## src/rtl/pcp_pkg.sv

```systemverilog
package pcp_pkg;
  localparam int DELTA_W = 3;
  typedef logic signed [DELTA_W-1:0] delta_t;

  // Process index held at urgency rank r (rank 0 is most urgent).
  function automatic int urgency_slot(input int r, input bit ext);
    if (ext) begin
      case (r)
        0: return 2;
        1: return 3;
        2: return 1;
        default: return 0;
      endcase
    end
    case (r)
      0: return 2;
      1: return 1;
      default: return 0;
    endcase
  endfunction

  function automatic delta_t x_step(input int p, input bit ext);
    case (p)
      0: return delta_t'(1);
      1: return delta_t'(-1);
      2: return ext ? delta_t'(1) : delta_t'(0);
      3: return delta_t'(2);
      default: return delta_t'(0);
    endcase
  endfunction

  function automatic delta_t y_step(input int p, input bit ext);
    case (p)
      1: return delta_t'(1);
      2: return delta_t'(-1);
      3: return ext ? delta_t'(-2) : delta_t'(0);
      default: return delta_t'(0);
    endcase
  endfunction

  // Bit 0: touches x, bit 1: touches y.
  function automatic logic [1:0] footprint(input int p, input bit ext);
    return {y_step(p, ext) != '0, x_step(p, ext) != '0};
  endfunction
endpackage

```

## src/rtl/pcp_sched.sv

```systemverilog
module pcp_sched
  import pcp_pkg::*;
#(
  parameter bit EXT   = 1'b0,
  parameter int NPROC = 3
) (
  input  logic [NPROC-1:0] req,
  output logic [NPROC-1:0] grant
);
  logic [1:0] busy;

  // Walk ranks from most urgent; a request commits if no committed
  // process already holds one of the counters it writes.
  always_comb begin
    busy  = 2'b00;
    grant = '0;
    for (int r = 0; r < NPROC; r++) begin
      if (req[urgency_slot(r, EXT)] &&
          ((footprint(urgency_slot(r, EXT), EXT) & busy) == 2'b00)) begin
        grant[urgency_slot(r, EXT)] = 1'b1;
        busy = busy | footprint(urgency_slot(r, EXT), EXT);
      end
    end
  end
endmodule

```

## src/rtl/pcp_delta.sv

```systemverilog
module pcp_delta
  import pcp_pkg::*;
#(
  parameter bit EXT   = 1'b0,
  parameter int NPROC = 3
) (
  input  logic [NPROC-1:0]   fired,
  output pcp_pkg::delta_t [1:0] step
);
  // At most one committed process writes each counter, so the
  // selected step is simply the one from that process.
  always_comb begin
    step = '0;
    for (int p = 0; p < NPROC; p++) begin
      if (fired[p]) begin
        if (x_step(p, EXT) != '0) step[0] = x_step(p, EXT);
        if (y_step(p, EXT) != '0) step[1] = y_step(p, EXT);
      end
    end
  end
endmodule

```

## src/rtl/pcp_sat_reg.sv

```systemverilog
module pcp_sat_reg
  import pcp_pkg::*;
#(
  parameter int W = 16
) (
  input  logic         clk,
  input  logic         rst_n,
  input  delta_t       step,
  output logic [W-1:0] q
);
  localparam int SW = W + DELTA_W;
  localparam logic signed [SW-1:0] CEIL = {{DELTA_W{1'b0}}, {W{1'b1}}};

  logic signed [SW-1:0] sum;
  logic [W-1:0]         nxt;

  always_comb begin
    sum = $signed({{DELTA_W{1'b0}}, q}) + $signed({{W{step[DELTA_W-1]}}, step});
    if (sum[SW-1])      nxt = '0;
    else if (sum > CEIL) nxt = {W{1'b1}};
    else                 nxt = sum[W-1:0];
  end

  always_ff @(posedge clk) begin
    if (!rst_n) q <= '0;
    else        q <= nxt;
  end
endmodule

```

## src/rtl/prio_counter_pair.sv

```systemverilog
module prio_counter_pair
  import pcp_pkg::*;
#(
  parameter int CNT_W     = 16,
  parameter bit EXT_ORDER = 1'b0,
  parameter int NPROC     = EXT_ORDER ? 4 : 3
) (
  input  logic             clk,
  input  logic             rst_n,
  input  logic [NPROC-1:0] req,
  output logic [NPROC-1:0] fired,
  output logic [CNT_W-1:0] x,
  output logic [CNT_W-1:0] y
);
  localparam int NREG = 2;

  logic [NPROC-1:0]    grant;
  delta_t [NREG-1:0]   step;
  logic [CNT_W-1:0]    cnt [NREG];

  pcp_sched #(.EXT(EXT_ORDER), .NPROC(NPROC)) u_sched (
    .req   (req),
    .grant (grant)
  );

  assign fired = rst_n ? grant : '0;

  pcp_delta #(.EXT(EXT_ORDER), .NPROC(NPROC)) u_delta (
    .fired (fired),
    .step  (step)
  );

  for (genvar i = 0; i < NREG; i++) begin : g_cnt
    pcp_sat_reg #(.W(CNT_W)) u_reg (
      .clk   (clk),
      .rst_n (rst_n),
      .step  (step[i]),
      .q     (cnt[i])
    );
  end

  assign x = cnt[0];
  assign y = cnt[1];
endmodule

```

## config.mk

```make
export PLATFORM = sky130hd
export DESIGN_NAME = prio_counter_pair
export DESIGN_NICKNAME = d
export VERILOG_FILES = /design/src/rtl/pcp_pkg.sv /design/src/rtl/pcp_sched.sv /design/src/rtl/pcp_delta.sv /design/src/rtl/pcp_sat_reg.sv /design/src/rtl/prio_counter_pair.sv
export SDC_FILE = /design/constraint.sdc
export NUM_CORES = 1
export LEC_CHECK = 0
export BUFFER_PORTS_ARGS = -buffer_cell sky130_fd_sc_hd__buf_4
export CAP_MARGIN = 15
export CORE_MARGIN = 2
export CORE_UTILIZATION = 60
export CTS_CLUSTER_SIZE = 40
export DETAILED_ROUTE_END_ITERATION = 8
export GPL_ROUTABILITY_DRIVEN = 0
export PLACE_DENSITY = 0.84
export SYNTH_ARGS = -nofsm -noshare
export SYNTH_HDL_FRONTEND = slang
export SYNTH_SLANG_ARGS = --single-unit
export TNS_END_PERCENT = 1
```

## constraint.sdc

```tcl
create_clock -name clk -period 7.73 [get_ports clk]
set_clock_uncertainty 0.05 [all_clocks]
set_input_delay 1.546 -clock clk [delete_from_list [all_inputs] [get_ports clk]]
set_output_delay 1.546 -clock clk [all_outputs]
set_load 0.02 [all_outputs]
```

==> results of run 1 <==
==> worst reg2reg max path: cells and delay by family, from the launching register on <==
family                     cells  cell delay, ns
buffers and inverters          1            0.06
and+or+nand+nor                2            0.43
adders and majority gates      2            0.58
DFF                            1            0.34
AOI/OAI and AO/OA              5            1.44
==> worst max path at each step <==
stage | from | to | slack (ns) | depth (start not counted)
floorplan | rst_n | g_cnt[1].u_reg.q[0]$_SDFF_PP0_ | 3.09 | 15
global placement | req[2] | g_cnt[1].u_reg.q[14]$_SDFF_PP0_ | 2.51 | 13
detailed placement | req[2] | g_cnt[1].u_reg.q[14]$_SDFF_PP0_ | 2.48 | 13
CTS | req[2] | g_cnt[1].u_reg.q[14]$_SDFF_PP0_ | 2.77 | 13
global route | req[2] | g_cnt[1].u_reg.q[5]$_SDFF_PP0_ | 2.43 | 13
finish | req[2] | g_cnt[1].u_reg.q[14]$_SDFF_PP0_ | 2.74 | 13
==> metal layers <==
layer / wire length (um) / global-route usage, % / vias to the layer above
met5: 0 / 0 / -
met4: 110 / 8.97 / 0
met3: 272 / 4.04 / 10
met2: 3210 / 47.1 / 83
met1: 2770 / 33.7 / 1236
li1: - / - / 1283
==> cells by family after synthesis <==
group | after synthesis | synth area share, %
adder cells (fa/ha/maj) | 23 | 11.3
AO/OA/AOI/OAI | 122 | 31.8
multiplexers | 2 | 0.814
XOR/XNOR | 25 | 8.38
AND/OR/NAND/NOR | 93 | 18.4
flip-flops | 32 | 24.5
buffers and inverters | 27 | 4.83
==> cells in the mapped netlist (3+ instances only) <==
library cell  count
nand3_1          10
xnor2_1          12
a31oi_1           4
a21oi_1          46
or3_1             3
inv_1            13
xor2_1           13
a22o_1            3
o41ai_1           4
ha_1             22
o211a_1           3
o21ai_0          12
clkbuf_1          7
buf_6             3
or2_2             5
a21o_1            8
nor3_1           11
o31a_1            3
nand2_1          20
o21a_1            6
dfxtp_1          32
nor4_1            7
o211ai_1         10
nor2_1           19
==> area by class of cell <==
class	instances	share of cell area, %
tap	52	2.16
multi-input combinational	265	61.4
inverter	14	1.75
timing repair buffer	39	9.74
clock inverter	2	1.17
sequential	32	21.3
clock buffer	6	2.41
==> power groups by stage <==
stage          combinational [mW]  sequential [mW]  clock [mW]
4_1_cts                     0.158            0.196       0.161
6_report                    0.158            0.197       0.160
3_5_place_dp                0.156            0.200           0
2_1_floorplan               0.103            0.211           0
3_3_place_gp                0.153            0.200           0
5_1_grt                     0.173            0.199       0.170
==> metrics by stage <==
step | utilization, % | power [mW] | hold slack (ns)
2_1_floorplan | - | 0.313 | 0.570
3_3_place_gp | 68.0 | 0.353 | 0.534
3_5_place_dp | 68.0 | 0.356 | 0.562
4_1_cts | 70.5 | 0.515 | 0.584
5_1_grt | 70.5 | 0.541 | 0.607
6_report | 70.5 | 0.515 | 0.581
==> impl_metrics.tcl, run 1 <==
set metrics [dict create \
    io_pins 40 \
    r2r_start "g_cnt[1].u_reg.q[0]$_SDFF_PP0_" \
    post_cts_resized 0 \
    avgSynthCellArea_um2 8.07 \
    area_growth_pct 15.0 \
    final_common_cell "a21oi_1" \
    whs_endpoint "g_cnt[0].u_reg.q[11]$_SDFF_PP0_" \
    synth_area_leaders "dfxtp_1 (25%), ha_1 (11%), a21oi_1 (8.8%)" \
    drtPass1Iterations 4 \
    dp.cells 402 \
    drive_gt1_share_pct 17.3 \
    final_area_um2 3010 \
    ys_dominant_reg_cell "dfxtp_1" \
    synth-async-reset-ratio_pct 0 \
    nNetsFinal 385 \
    fin_setup_tns_ns 0 \
    port_buffers 39 \
    grt_pass1_wl_um 10900 \
    core_um2 4260 \
    crit_type "in -> reg" \
    combPwrFrac_pct 30.7 \
    die-area_um2 4900 \
    drc_errors 0 \
    start_util_pct 61.3 \
    relSlewSlack_pct 48.8 \
    yosys_warnings 0 \
    synth_edf_count 0 \
    power_frac_seq_pct 38.2 \
    dieWidth_um 70 \
    cts_buffer_depth 2 \
    cts_tree "done" \
    drv_cap 0 \
    largest-register "g_cnt.u_reg.q" \
    power.density_nw_per_um2 171 \
    ys_ff_latch 32 \
    crit_buf_inv 2 \
    overflow 0 \
    cts_num_sinks 32 \
    min_from "g_cnt[0].u_reg.q[11]$_SDFF_PP0_" \
    max_stage_delay_ns 0.59 \
    clock.fmax_mhz 200 \
    synth_area_um2 2610 \
    reg2reg_to "g_cnt[1].u_reg.q[14]$_SDFF_PP0_" \
    postCtsSetupRepairBufs 0 \
    postPlaceCellArea_um2 2900 \
    antenna_found_initial 0 \
    rsz0062_at_grt "false" \
    pre_cts_slack_ns 2.48 \
    path_delay_family "compound AO/OA/AOI/OAI gates" \
    dr_total_vias 2612 \
    crit_chain "buf_4 -> nand3b_1 -> nand2_1 -> ha_1 -> inv_1 -> fa_1 -> nor2b_1 -> o31a_1 -> o211ai_1 -> o31ai_2 -> or2_2 -> a2bb2oi_2 -> a21oi_1" \
    first_global_vias 2366 \
    ir_drop_mv 0.198 \
    syn-num-nets 352 \
    end_kind "flop" \
    path_clk_slew_ns 0.07 \
    dpl.hpwl_um 4690 \
    multiInputGateArea_um2 1850 \
    ant_nets 0 \
    nFillCells 364 \
    outcome "finished, final reports clean" \
    arrival_ns 5.10 \
    post_drt_via_cell_ratio 6.37 \
    critPathMaxFanout 20 \
    final_cell_mix "a21oi_1 (46), buf_4 (39), dfxtp_1 (32)" \
    drtIter0Drc 236 \
    rrSetupSlack_ns 4.68 \
    instances_no_fill 410 \
    swShare_pct 33.6 \
    clkPwrFrac_pct 31.1 \
    holdPathStages 2 \
    drv_slew 0 \
    netSwitchingPower_mw 0.173 \
    clk_latency_ns 0.29 \
    wl_per_cell_um 15.5 \
    worst_slew_pin_slew_ns 0.768 \
    setup_viol_count_final 0 \
    synth_top_area_cell "dfxtp_1" \
    h-tree-depth 2 \
    synth_cells 324 \
    holdBufCountCts 0 \
    min_path_type "reg -> reg" \
    grt_max_degree 21 \
    antenna_cells 0 \
    startpoint_type "input pin" \
    fp-row-count 24 \
    largest_reg_flops 32 \
    die_y_um 70 \
    setup_slack_ns 2.74 \
    crit_slowest_cell "nand3b_1" \
    finalHoldViolations 0 \
    rr_worst_depth 10 \
    cts-buffers-inserted 5 \
    synth_top_area_share_pct 24.5 \
    min_period_over_period_pct 64.6 \
    period_minus_slack_ns 4.99 \
    ys_types 61 \
    regArea_um2 641 \
    reg.largest.list "g_cnt.u_reg.q: 32 flops" \
    worst-endpoint-required_ns 7.83 \
    routed_wl_um 6370 \
    yosysSeqAreaShare_pct 24.5 \
    leakage_nw 1.32 \
    grt_usage_pct 26.9 \
    cts_root_buffer "clkbuf_8" \
    power.internal_mw 0.342 \
]
No activity file was read; power rests on OpenSTA's default activity.
==> run 2: changes to the inputs <==
Settings changed: CORE_UTILIZATION 60 to 52, PLACE_DENSITY 0.84 to 0.77.
Clock period 7.73 ns to 4.2 ns, I/O delays scaled along.
==> run 2 against run 1 <==
  * Routed wire length increased by 0.86%
  * Flip-flop and latch count unchanged
  * Clock power increased by 89%
  * Core utilization decreased by 6.6 points
  * Critical path type unchanged
  * Critical path depth decreased by 1
  * Highest routed layer unchanged
==> impl_metrics.tcl, run 2 (same netlist as run 1, synthesis figures left out) <==
set metrics [dict create \
    finalHoldViolations 0 \
    arrival_ns 3.75 \
    cts-buffers-inserted 5 \
    h-tree-depth 2 \
    largest_reg_flops 32 \
    final_common_cell "a21oi_1" \
    rsz0062_at_grt "false" \
    largest-register "g_cnt.u_reg.q" \
    worst-endpoint-required_ns 4.34 \
    outcome "finished, final reports clean" \
    overflow 0 \
    final_cell_mix "a21oi_1 (46), buf_4 (43), dfxtp_1 (32)" \
    max_stage_delay_ns 0.54 \
    period_minus_slack_ns 3.61 \
    crit_type "in -> reg" \
    core_um2 4790 \
    dieWidth_um 74.9 \
    fp-row-count 25 \
    postCtsSetupRepairBufs 0 \
    crit_chain "buf_4 -> nand2_1 -> inv_1 -> buf_4 -> ha_1 -> nor2b_1 -> o31a_1 -> o21ai_0 -> nor3_1 -> nor4_1 -> a21boi_0 -> o31a_1" \
    endpoint "g_cnt[1].u_reg.q[10]$_SDFF_PP0_" \
    drtIter0Drc 165 \
    drive_gt1_share_pct 18.5 \
    rrSetupSlack_ns 1.30 \
    die_y_um 74.9 \
    start_util_pct 54.6 \
    rr_worst_depth 10 \
    cts_tree "done" \
    antenna_found_initial 0 \
    crit_slowest_cell "nor4_1" \
    min_from "g_cnt[0].u_reg.q[11]$_SDFF_PP0_" \
    critPathMaxFanout 13 \
    dr_total_vias 2592 \
    drv_slew 0 \
    grt_max_degree 19 \
    io_pins 40 \
    multiInputGateArea_um2 1850 \
    first_global_vias 2415 \
    finalPower_mw 0.959 \
    min_period_over_period_pct 86.0 \
    end_kind "flop" \
    drv_cap 0 \
    hold_slack_ns 0.566 \
    antenna_cells 0 \
    clock.fmax_mhz 277 \
    path_clk_slew_ns 0.07 \
    nNetsFinal 389 \
    worst_slew_pin_slew_ns 0.562 \
    wl_per_cell_um 15.0 \
    setup_viol_count_final 0 \
    port_buffers 39 \
    post_cts_resized 0 \
    grt_pass1_wl_um 10700 \
    regArea_um2 641 \
    nFillCells 438 \
    reg.largest.list "g_cnt.u_reg.q: 32 flops" \
    cts_num_sinks 32 \
    power.density_nw_per_um2 314 \
    die-area_um2 5610 \
    cts_buffer_depth 2 \
    routed_wl_um 6420 \
    reg2reg_to "g_cnt[1].u_reg.q[10]$_SDFF_PP0_" \
    drc_errors 0 \
    min_path_type "reg -> reg" \
    holdBufCountCts 0 \
    fin_setup_tns_ns 0 \
    post_drt_via_cell_ratio 6.04 \
    cts_root_buffer "clkbuf_8" \
    relSlewSlack_pct 62.2 \
    grt_usage_pct 24.7 \
    r2r_start "g_cnt[1].u_reg.q[0]$_SDFF_PP0_" \
    area_growth_pct 17.0 \
    ant_nets 0 \
    clk_latency_ns 0.29 \
    drtPass1Iterations 5 \
    startpoint_type "input pin" \
    worstSetupStartpoint "rst_n" \
    dpl.hpwl_um 4850 \
    leakage_nw 1.34 \
    ir_drop_mv 0.173 \
]
[run 2: cell type report]
class	instances	share of cell area (%)
Clock buffer	5	2.25
Clock inverter	3	1.39
Inverter	14	1.72
Multi-Input combinational cell	265	60.4
Sequential cell	32	20.9
Tap cell	67	2.74
Timing Repair Buffer	43	10.6
[run 2: worst max-delay path, delay by kind of cell]
kind | cells | cell delay (ns)
and+or+nand+nor | 4 | 0.94
AOI/OAI and AO/OA | 4 | 1.12
adders and majority gates | 1 | 0.29
buffers and inverters | 3 | 0.55
[run 2: stage by stage]
stage | cell area (um^2) | utilization, % | worst slack, ns | instances
finish | 3060 | 63.9 | 0.586 | 429
global route | 3060 | 63.9 | 0.406 | 429
CTS | 3060 | 63.9 | 0.611 | 429
detailed placement | 2950 | 61.6 | 0.420 | 421
global placement | 2950 | 61.6 | 0.392 | 421
floorplan | 2610 | - | 0.270 | 324
[run 2: routing by layer]
layer	vias up	global-route usage (%)	routed length, um
met5	-	0	0
met2	92	44.3	3290
li1	1287	-	-
met1	1205	29.6	2770
met4	0	7.74	65
met3	8	4.82	303
[run 2: worst min path at each step]
stage	slack (ns)	end	depth (start not counted)
2_1_floorplan	0.57	g_cnt[0].u_reg.q[11]$_SDFF_PP0_	2
3_3_place_gp	0.54	g_cnt[0].u_reg.q[11]$_SDFF_PP0_	2
3_5_place_dp	0.55	g_cnt[0].u_reg.q[11]$_SDFF_PP0_	2
4_1_cts	0.57	g_cnt[0].u_reg.q[11]$_SDFF_PP0_	2
5_1_grt	0.61	g_cnt[0].u_reg.q[11]$_SDFF_PP0_	2
6_report	0.57	g_cnt[0].u_reg.q[11]$_SDFF_PP0_	2
[run 2: where the power goes]
group          internal, mW  switching, mW
Combinational         0.126          0.169
Sequential            0.329         0.0314
Clock                 0.176          0.128
Total                 0.631          0.328
